[config.mk]
export PLATFORM = sky130hd
export DESIGN_NAME = ext_clk_div
export DESIGN_NICKNAME = d
export VERILOG_FILES = /design/src/rtl/ecd_pkg.sv /design/src/rtl/ecd_encoder.sv /design/src/rtl/ecd_ctrl_reg.sv /design/src/rtl/ecd_divcore.sv /design/src/rtl/ext_clk_div.sv
export SDC_FILE = /design/constraint.sdc
export NUM_CORES = 1
export LEC_CHECK = 0
export ABC_AREA = 0
export BUFFER_PORTS_ARGS = -buffer_cell sky130_fd_sc_hd__buf_2
export CORE_ASPECT_RATIO = 0.5
export CORE_UTILIZATION = 50
export CTS_BUF_LIST = sky130_fd_sc_hd__clkbuf_8
export CTS_CLUSTER_DIAMETER = 60
export DETAILED_ROUTE_END_ITERATION = 7
export PLACE_DENSITY = 0.73
export SLEW_MARGIN = 20
export SYNTH_ARGS = -nofsm -noshare
export SYNTH_HDL_FRONTEND = slang
export SYNTH_SLANG_ARGS = --single-unit
[constraint.sdc]
create_clock -name clk -period 2.94 [get_ports clk]
set_input_delay 0.147 -clock clk [delete_from_list [all_inputs] [get_ports clk]]
set_output_delay 0.147 -clock clk [all_outputs]
set_load 0.005 [all_outputs]
[src/rtl/ecd_pkg.sv]
package ecd_pkg;
  localparam int DIV_W       = 7;
  localparam int CODE_W      = 6;
  localparam int MIN_DIV     = 2;
  localparam int LIN_MAX_DIV = 8;
  localparam int MAX_DIV     = 96;
  localparam int LIN_CODES   = LIN_MAX_DIV - MIN_DIV;
  localparam int MAX_CODE    = LIN_CODES + (MAX_DIV - LIN_MAX_DIV) / 2;
  localparam int STEP_OFS    = LIN_CODES - LIN_MAX_DIV / 2;

  typedef logic [DIV_W-1:0]  ecd_div_t;
  typedef logic [CODE_W-1:0] ecd_code_t;

  // Ratio code to divisor, piecewise: unit steps, then steps of two, then clamp.
  function automatic ecd_div_t ratio_to_div(input ecd_code_t c);
    int ci;
    int d;
    ci = int'(c);
    if (ci <= LIN_CODES)     d = ci + MIN_DIV;
    else if (ci >= MAX_CODE) d = MAX_DIV;
    else                     d = LIN_MAX_DIV + 2 * (ci - LIN_CODES);
    return ecd_div_t'(d);
  endfunction

  // Smallest legal divisor not below the request, returned as its code.
  function automatic ecd_code_t div_to_ratio(input ecd_div_t t);
    int ti;
    int c;
    ti = int'(t);
    if (ti <= MIN_DIV)          c = 0;
    else if (ti <= LIN_MAX_DIV) c = ti - MIN_DIV;
    else if (ti >= MAX_DIV - 1) c = MAX_CODE;
    else                        c = (ti + 1) / 2 + STEP_OFS;
    return ecd_code_t'(c);
  endfunction
endpackage

[src/rtl/ecd_encoder.sv]
module ecd_encoder
  import ecd_pkg::*;
(
  input  logic [DIV_W-1:0]  req_div,
  output logic [CODE_W-1:0] req_code
);
  always_comb req_code = div_to_ratio(req_div);
endmodule

[src/rtl/ecd_ctrl_reg.sv]
module ecd_ctrl_reg
  import ecd_pkg::*;
#(
  parameter int REG_W     = 16,
  parameter int FIELD_LSB = 2,
  parameter int HALT_BIT  = 0
) (
  input  logic              clk,
  input  logic              rst_n,
  input  logic              cfg_we,
  input  logic [REG_W-1:0]  cfg_wdata,
  input  logic              req_we,
  input  logic [CODE_W-1:0] req_code,
  output logic [REG_W-1:0]  ctrl_q
);
  localparam int FIELD_MSB = FIELD_LSB + CODE_W - 1;

  logic [REG_W-1:0] merged;

  // Per-bit merge for a request write: field takes the code, halt bit clears,
  // every other bit keeps its value.
  for (genvar b = 0; b < REG_W; b++) begin : g_merge
    if (b >= FIELD_LSB && b <= FIELD_MSB) begin : g_field
      assign merged[b] = req_code[b - FIELD_LSB];
    end else if (b == HALT_BIT) begin : g_halt
      assign merged[b] = 1'b0;
    end else begin : g_keep
      assign merged[b] = ctrl_q[b];
    end
  end

  always_ff @(posedge clk) begin
    if (!rst_n)      ctrl_q <= '0;
    else if (cfg_we) ctrl_q <= cfg_wdata;
    else if (req_we) ctrl_q <= merged;
  end
endmodule

[src/rtl/ecd_divcore.sv]
module ecd_divcore
  import ecd_pkg::*;
(
  input  logic             clk,
  input  logic             rst_n,
  input  logic             halt,
  input  logic [DIV_W-1:0] target_div,
  output logic [DIV_W-1:0] active_div,
  output logic             clk_out,
  output logic             period_end
);
  logic [DIV_W-1:0] cnt;
  logic             wrap;

  assign wrap       = (cnt == active_div - DIV_W'(1));
  assign period_end = !halt && wrap;
  assign clk_out    = !halt && (cnt < (active_div >> 1));

  // The divisor is only reloaded at a period boundary or while parked.
  always_ff @(posedge clk) begin
    if (!rst_n) begin
      cnt        <= '0;
      active_div <= DIV_W'(MIN_DIV);
    end else if (halt || wrap) begin
      cnt        <= '0;
      active_div <= target_div;
    end else begin
      cnt        <= cnt + DIV_W'(1);
    end
  end
endmodule

[src/rtl/ext_clk_div.sv]
module ext_clk_div
  import ecd_pkg::*;
#(
  parameter int REG_W     = 16,
  parameter int FIELD_LSB = 2,
  parameter int HALT_BIT  = 0
) (
  input  logic             clk,
  input  logic             rst_n,
  input  logic             cfg_we,
  input  logic [REG_W-1:0] cfg_wdata,
  input  logic             req_we,
  input  logic [DIV_W-1:0] req_div,
  output logic [REG_W-1:0] ctrl_q,
  output logic             clk_out,
  output logic             period_end
);
  logic [CODE_W-1:0] req_code;
  logic [CODE_W-1:0] field_code;
  logic [DIV_W-1:0]  target_div;
  logic [DIV_W-1:0]  active_div;
  logic              halt;

  ecd_encoder u_enc (
    .req_div (req_div),
    .req_code(req_code)
  );

  ecd_ctrl_reg #(
    .REG_W    (REG_W),
    .FIELD_LSB(FIELD_LSB),
    .HALT_BIT (HALT_BIT)
  ) u_reg (
    .clk      (clk),
    .rst_n    (rst_n),
    .cfg_we   (cfg_we),
    .cfg_wdata(cfg_wdata),
    .req_we   (req_we),
    .req_code (req_code),
    .ctrl_q   (ctrl_q)
  );

  assign field_code = ctrl_q[FIELD_LSB +: CODE_W];
  assign target_div = ratio_to_div(field_code);
  assign halt       = ctrl_q[HALT_BIT];

  ecd_divcore u_core (
    .clk       (clk),
    .rst_n     (rst_n),
    .halt      (halt),
    .target_div(target_div),
    .active_div(active_div),
    .clk_out   (clk_out),
    .period_end(period_end)
  );
endmodule

==> reports/metrics.yaml, run 1 <==
status: "complete, no violations"
drt-wirelength-per-cell_um: 14.1
synthSimpleGateAreaFrac: 0.196
cts.clk_slew.worst_paths_ns: 0.06
grt_usage: 0.229
stdcell_area_um2: 2610
synth_flop_cell: "dfxtp_1"
antenna_found_initial: 0
drv_cap: 0
gp_congestion: 0.882
fp.dieW_um: 98.8
nets: 353
first_pass_iters: 4
drive_above_1_share: 0.228
critical_path.startpoint_type: "flip-flop"
htreeDepth: 2
cp_num_buf_inv: 0
grt_pass1_wl_mm: 8.93
post-route-min-period_ns: 2.16
leakage_nw: 1.14
cts-root-buf: "clkbuf_8"
async_flop_share: 0
clock_latency_ns: 0.29
vias: 2112
yosysSeqAreaShare: 0.257
cp_top_family: "adder cells"
route.detailed.drc: 0
fin_setup_tns_ns: 0
rsz0062_at_grt: "false"
detail-route-antenna-nets: 0
num-fill-cells: 398
start_util: 0.527
synth_top_family_by_area: "compound AO/OA/AOI/OAI gates"
synth_mux_area_frac: 0.0428
dieArea_um2: 4980
ys_seq_elements: 30
peakVddDrop_mv: 0.295
finalCritPeriodShare: 0.733
worst-setup-path-type: "reg2reg"
grt_pass1_vias: 1870
hold_path_class: "in2reg"
cpMostUsedCell: "ha_1"
yosysTopAreaCell: "dfxtp_1"
slew_viol_final: 0
synth.distinct_cells: 67
path_cells: "ha_1 -> xnor2_1 -> ha_1 -> or2_2 -> a22oi_1 -> a311oi_1 -> a32oi_1 -> o211ai_1"
cts_buffer_depth: 2
tightest_slew_ns: 0.673
powerDensity_nw_per_um2: 675
via_per_inst: 5.74
setup_ws_ns: 0.784
synth-compound-area-share: 0.258
numClockSinks: 30
rows: 17
setup_viol: 0
cts_hold_buf: 0
cts_tree: "built"
yosys-top-cells-area: "dfxtp_1 26%, ha_1 8.0%, xnor2_1 4.5%, nor2_1 4.3%, mux2i_1 4.3%"
end_kind: "flip-flop"
ys_warn_count: 0
total_power_w: 0.00176
place_area_um2: 2530
syn-num-nets: 320
synth.most_common_cell: "dfxtp_1"
synth_adder_area_share: 0.0844
syn_inst: 278
synth_edf_count: 0
path_max_fanout: 8
post_cts_buffers: 0
gr-total-overflow: 0
place_hpwl_mm: 3.89
required_ns: 3.08
maxSlewHeadroom: 0.551
hold_violations: 0
post-route-util: 0.588
synth_top_area_frac: 0.257
n_antenna_cell: 0
yosys-top-cells-count: "30 x dfxtp_1, 27 x nor2_1, 18 x a21oi_1, 18 x inv_1, 15 x ha_1"
cts_buffers: 5
grt_max_degree: 24
worst_path_largest_cell_delay_ns: 0.47
slowest_stage: "dfxtp_1"
syn_area_per_cell_um2: 8.42
syn_area_um2: 2340
synth_xor_area_frac: 0.0919
pre_cts_ws_ns: 0.790
drt-initial-drc-count: 70
core_area_um2: 4450
syn_to_final_growth_pct: 11.6
cts_resized: 0
die_h_um: 50.4
fin_skew_ns: 0.00324
portBuffers: 44
arrival_ns: 2.30
ioPinCount: 45
clock.fmax_mhz: 464
wirelength_mm: 5.19
==> per-stage QoR <==
step                      instances  hold WS (ns)
after detailed placement        361         0.389
after global routing            368        0.0939
final                           368        0.0937
after floorplan                 278         0.292
after global placement          361         0.380
after CTS                       368        0.0895
==> worst reg2reg max path, delay by kind of cell, from the launching register on <==
family          cells  cell delay, ns
compound gates      4            0.56
xor+xnor            1            0.12
fa+ha+maj           2            0.57
flops               1            0.47
simple gates        1            0.29
==> routing by layer <==
layer / up-vias / track usage / part of all wire
met3: 8 / 0.0641 / 0.042
met4: 0 / 0.0522 / 0.012
met2: 44 / 0.386 / 0.46
li1: 1087 / - / -
met1: 973 / 0.293 / 0.49
met5: - / 0 / 0
==> worst paths after layout <==
path                         from                   end  slack, ns  cells past startpoint
setup / recovery  u_reg.ctrl_q[3]  u_core.active_div[5]       0.78                      8
hold / removal       cfg_wdata[8]       u_reg.ctrl_q[8]       0.09                      3
setup reg to reg  u_reg.ctrl_q[3]  u_core.active_div[5]       0.78                      8
hold reg to reg   u_reg.ctrl_q[8]       u_reg.ctrl_q[8]       0.49                      2
==> cell families (layout without fill, tap and decap cells) <==
family	Yosys count	after routing
muxes	10	10
AOI/OAI and AO/OA	79	79
buffers and inverters	36	69
xor gates and xnor gates	22	22
adders and majority gates	16	16
DFF	30	30
and+or+nand+nor	85	85
==> layout make-up <==
type,count,area (um2),share of cell area
Tap cell,57,71.3,0.0273
Multi-Input combinational cell,212,1570,0.602
Clock buffer,5,68.8,0.0263
Sequential cell,30,601,0.230
Clock inverter,2,10.0,0.00383
Timing Repair Buffer,44,220,0.0843
Inverter,18,67.6,0.0259
==> report_power, final <==
group	total, W	switching [W]	internal [W]
registers	0.000563	0.0000910	0.000472
logic	0.000882	0.000490	0.000392
clock network	0.000319	0.000160	0.000158
==> state kept, by name (all words and copies together) (netlist names) <==
name,count
u_core.active_div,7
u_reg.ctrl_q,16
u_core.cnt,7
==> layout by cell type (no fill, tap or decap), drive strengths merged, types with 6 or more instances in the layout <==
master  count
mux2i      10
dfxtp      30
xnor2      14
xor2        8
nand3       7
inv        18
nor3       10
nor2       28
a21oi      19
ha         15
a311oi      7
buf        44
o211ai      6
nand2      10
o21ai      11
Note: power is estimated with default switching activity, not from simulation.
==> run 2: changes to the inputs <==
- clock period: 2.94 -> 2.1 ns (I/O delays scaled with it)
==> run 2 against run 1 <==
Effect of this change:
- worst hold slack worse by 0.045 ns
- highest routed layer unchanged
- register-to-register slack worse by 0.64 ns
- wire length up 8.0%
==> reports/metrics.yaml, run 2 (synthesis gave the netlist of run 1 again) <==
status: "complete, no violations"
arrival_ns: 1.87
antenna_found_initial: 0
largest_reg_flops: 16
start_util: 0.527
powerDensity_nw_per_um2: 982
wl_met3_um: 258
fp.dieW_um: 98.8
worst-setup-path-type: "reg2out"
multi_input_area_um2: 1580
tightest_slew_ns: 0.666
fin_skew_ns: 0.00782
gp_congestion: 0.874
cts_buffer_depth: 2
cts.clk_slew.worst_paths_ns: 0.07
required_ns: 2.00
rsz0062_at_grt: "false"
clock_latency_ns: 0.29
largestRegisters: "u_reg.ctrl_q x16, u_core.active_div x7, u_core.cnt x7"
layout_commonest_cell: "buf_2"
critical_path.startpoint_type: "flip-flop"
post-route-util: 0.604
gr-total-overflow: 0
leakage_nw: 1.17
layout_common_cells: "44 x buf_2, 27 x nor2_1, 27 x dfxtp_1"
nets: 359
cts_hold_buf: 0
cts_buffers: 5
grt_pass1_vias: 2013
place_hpwl_mm: 4.05
syn_to_final_growth_pct: 14.6
rr_worst_depth: 8
regArea_um2: 604
first_pass_iters: 4
finalCritPeriodShare: 0.940
numClockSinks: 30
rows: 17
route.detailed.drc: 0
fin_setup_tns_ns: 0
setup_ws_ns: 0.126
layout.cells.non_filler: 375
dp_cells: 364
wirelength_mm: 5.61
wl_met2_mm: 2.64
via_per_inst: 5.94
grt_max_degree: 24
drt-wirelength-per-cell_um: 14.9
hold_violations: 0
drive_above_1_share: 0.258
htreeDepth: 2
die_h_um: 50.4
vias: 2226
detail-route-antenna-nets: 0
peakVddDrop_mv: 0.494
cts-root-buf: "clkbuf_8"
post-route-min-period_ns: 1.97
clock.fmax_mhz: 507
end_kind: "output port"
slew_viol_final: 0
portBuffers: 44
n_antenna_cell: 0
min_delay_path_depth: 3
grt_pass1_wl_mm: 9.17
drv_cap: 0
routed.top_layer: "met4"
cts_tree: "built"
hold_path_class: "in2reg"
num-fill-cells: 418
ioPinCount: 45
pre_cts_ws_ns: 0.141
dieArea_um2: 4980
maxSlewHeadroom: 0.555
drt-initial-drc-count: 118
setup_viol: 0
grt_usage: 0.235
path_max_fanout: 5
wirelength_met1_mm: 2.55
core_area_um2: 4450
largest-register: "u_reg.ctrl_q"
[run 2: cell count changes in the layout (fill, tap and decap cells not counted), sizes merged]
cell and delta:
clkinv -1, buf +6, clkbuf +1, inv +1
[run 2: worst max-delay path, cell delays in order (launching register included)]
cell,delay (ns)
dfxtp_2,0.39
inv_1,0.08
ha_1,0.29
a21o_1,0.16
a21o_1,0.18
a211oi_1,0.23
o21a_1,0.15
buf_2,0.10
[run 2: metrics by stage]
| step | total power (W) | instance area (um2) | hold WS (ns) |
|---|---|---|---|
| floorplan | 0.00180 | 2340 | 0.250 |
| global placement | 0.00200 | 2560 | 0.336 |
| detailed placement | 0.00204 | 2560 | 0.350 |
| CTS | 0.00259 | 2660 | 0.0436 |
| global route | 0.00282 | 2680 | 0.0606 |
| finish | 0.00264 | 2680 | 0.0489 |
[run 2: worst paths after layout]
path / to / start / slack (ns)
max reg2reg: u_core.active_div[5] / u_reg.ctrl_q[3] / 0.14
min reg2reg: u_reg.ctrl_q[12] / u_reg.ctrl_q[12] / 0.49
min: u_reg.ctrl_q[12] / cfg_wdata[12] / 0.05
max: clk_out / u_core.active_div[2] / 0.13
[run 2: area by class of cell]
| cell class | count | area share |
|---|---|---|
| clock buffers | 6 | 0.0308 |
| multi-input cells | 212 | 0.590 |
| well taps | 57 | 0.0266 |
| clock inverters | 2 | 0.00326 |
| inverters | 18 | 0.0252 |
| repair buffers | 50 | 0.0988 |
| flip-flops and latches | 30 | 0.225 |
[run 2: repair_timing]
item / in CTS / in global routing
buffers inserted: 2 / 1
hold endpoints to repair: 0 / 0
resized for setup: 1 / 4
setup endpoints to repair: 1 / 8
gates cloned: 0 / 0
pin swaps: 1 / 3
[run 2: routing by layer]
layer,global-route usage,up-vias
li1,-,1095
met5,0,-
met4,0.129,0
met2,0.392,71
met3,0.0529,16
met1,0.285,1044
[run 2: where the power goes]
group          switching [W]  internal, W
clock               0.000228     0.000259
combinational       0.000734     0.000622
sequential          0.000129     0.000665
==> run 3: changes to the inputs <==
- CORE_ASPECT_RATIO: 0.5 -> unset
- SLEW_MARGIN: 20 -> unset
==> run 3 against run 2 <==
Effect of this change:
- clock power decreased by 1%
- worst hold slack improved by 0.010 ns
- count of clock-buffer cells in the layout unchanged
- die area decreased by 0.33%
- worst setup slack got worse by 0.033 ns
- critical path type is now reg2reg
- critical endpoint is now u_core.cnt[6]
- largest cell class unchanged
- highest routed layer unchanged
==> reports/metrics.yaml, run 3 (synthesis gave the netlist of run 1 again) <==
status: "complete, no violations"
fin_setup_tns_ns: 0
ioPinCount: 45
cts.clk_slew.worst_paths_ns: 0.07
wirelength_mm: 5.55
core_area_um2: 4410
antenna_found_initial: 0
die_h_um: 70.4
gp_congestion: 0.835
slew_viol_final: 0
largest_reg_flops: 16
drt-wirelength-per-cell_um: 15.0
numClockSinks: 30
maxSlewHeadroom: 0.536
cts-root-buf: "clkbuf_8"
drv_cap: 0
dp_cells: 361
layout.cells.non_filler: 370
hold_violations: 0
path_cells: "inv_1 -> ha_1 -> xnor2_1 -> nor2_1 -> o211ai_2 -> buf_4 -> o311ai_4 -> nor2_1"
route.detailed.drc: 0
powerDensity_nw_per_um2: 969
layout_commonest_cell: "buf_2"
syn_to_final_growth_pct: 14.9
drt-initial-drc-count: 124
num-fill-cells: 395
worst-setup-path-type: "reg2reg"
cts_buffer_depth: 2
largest-register: "u_reg.ctrl_q"
cts_buffers: 5
n_antenna_cell: 0
nets: 359
critical_path.startpoint_type: "flip-flop"
rsz0062_at_grt: "false"
clock_latency_ns: 0.28
fin_skew_ns: 0.00255
place_hpwl_mm: 4.16
slowest_stage: "o311ai_4"
tightest_slew_ns: 0.696
grt_pass1_vias: 2059
hold_path_class: "in2reg"
post-route-min-period_ns: 2.01
portBuffers: 44
dieArea_um2: 4960
setup_ws_ns: 0.0933
path_max_fanout: 7
first_pass_iters: 6
start_util: 0.530
required_ns: 2.26
layout_common_cells: "44 x buf_2, 27 x nor2_1, 27 x dfxtp_1"
detail-route-antenna-nets: 0
fp.dieW_um: 70.4
setup_viol: 0
pre_cts_ws_ns: 0.0858
worst_path_largest_cell_delay_ns: 0.41
via_per_inst: 5.98
peakVddDrop_mv: 0.432
clock.fmax_mhz: 498
end_kind: "flip-flop"
cpMostUsedCell: "nor2_1"
largestRegisters: "u_reg.ctrl_q x16, u_core.active_div x7, u_core.cnt x7"
drive_above_1_share: 0.267
gr-total-overflow: 0
grt_max_degree: 24
grt_pass1_wl_mm: 9.38
arrival_ns: 2.16
vias: 2214
htreeDepth: 2
cts_tree: "built"
rows: 24
grt_usage: 0.230
leakage_nw: 1.17
finalCritPeriodShare: 0.956
run 3: worst max-delay path: cells and delay by family (launching register included):
family / cells / cell delay [ns]
compound gates: 2 / 0.56
xor+xnor: 1 / 0.14
fa+ha+maj: 1 / 0.30
buf+inv: 2 / 0.24
flops: 1 / 0.37
simple gates: 2 / 0.27
run 3: layer usage:
layer	global-route usage	vias to the layer above	wire (um)
met5	0	-	0
met4	0.0467	0	46
met3	0.0404	4	177
met2	0.420	57	2890
met1	0.279	1053	2440
li1	-	1100	-
run 3: worst paths after layout:
check | startpoint | endpoint | slack, ns | cells past startpoint
worst max register to register | u_core.active_div[0] | u_core.cnt[6] | 0.09 | 8
worst min register to register | u_reg.ctrl_q[15] | u_reg.ctrl_q[15] | 0.49 | 2
worst min-delay path | cfg_wdata[1] | u_reg.ctrl_q[1] | 0.06 | 3
worst max-delay path | u_core.active_div[0] | u_core.cnt[6] | 0.09 | 8
run 3: area by class of cell:
class	instances	area, um2	area share
well taps	52	65.1	0.0242
inverters	18	67.6	0.0251
multi-input cells	212	1600	0.593
flip-flops and latches	30	604	0.225
repair buffers	50	265	0.0986
clock buffers	6	82.6	0.0307
clock inverters	2	8.76	0.00326
run 3: power by group:
| group | total, W | internal, W | switching (W) |
|---|---|---|---|
| clock | 0.000481 | 0.000259 | 0.000221 |
| combinational | 0.00133 | 0.000593 | 0.000734 |
| sequential | 0.000800 | 0.000665 | 0.000135 |
| total | 0.00261 | 0.00152 | 0.00109 |
run 3: what timing repair did:
| action | CTS | global route |
|---|---|---|
| hold buffers | 0 | 0 |
| setup endpoints to repair | 2 | 3 |
| pin swaps | 0 | 1 |
| setup buffers | 0 | 1 |
| resized for setup | 4 | 4 |
run 3: per-stage QoR:
stage / hold WS, ns / utilization / area (um2) / power (W)
6_report: 0.0590 / 0.609 / 2690 / 0.00261
3_5_place_dp: 0.350 / 0.581 / 2560 / 0.00206
2_1_floorplan: 0.250 / - / 2340 / 0.00180
3_3_place_gp: 0.336 / 0.581 / 2560 / 0.00203
5_1_grt: 0.0672 / 0.609 / 2690 / 0.00276
4_1_cts: 0.0607 / 0.604 / 2670 / 0.00256
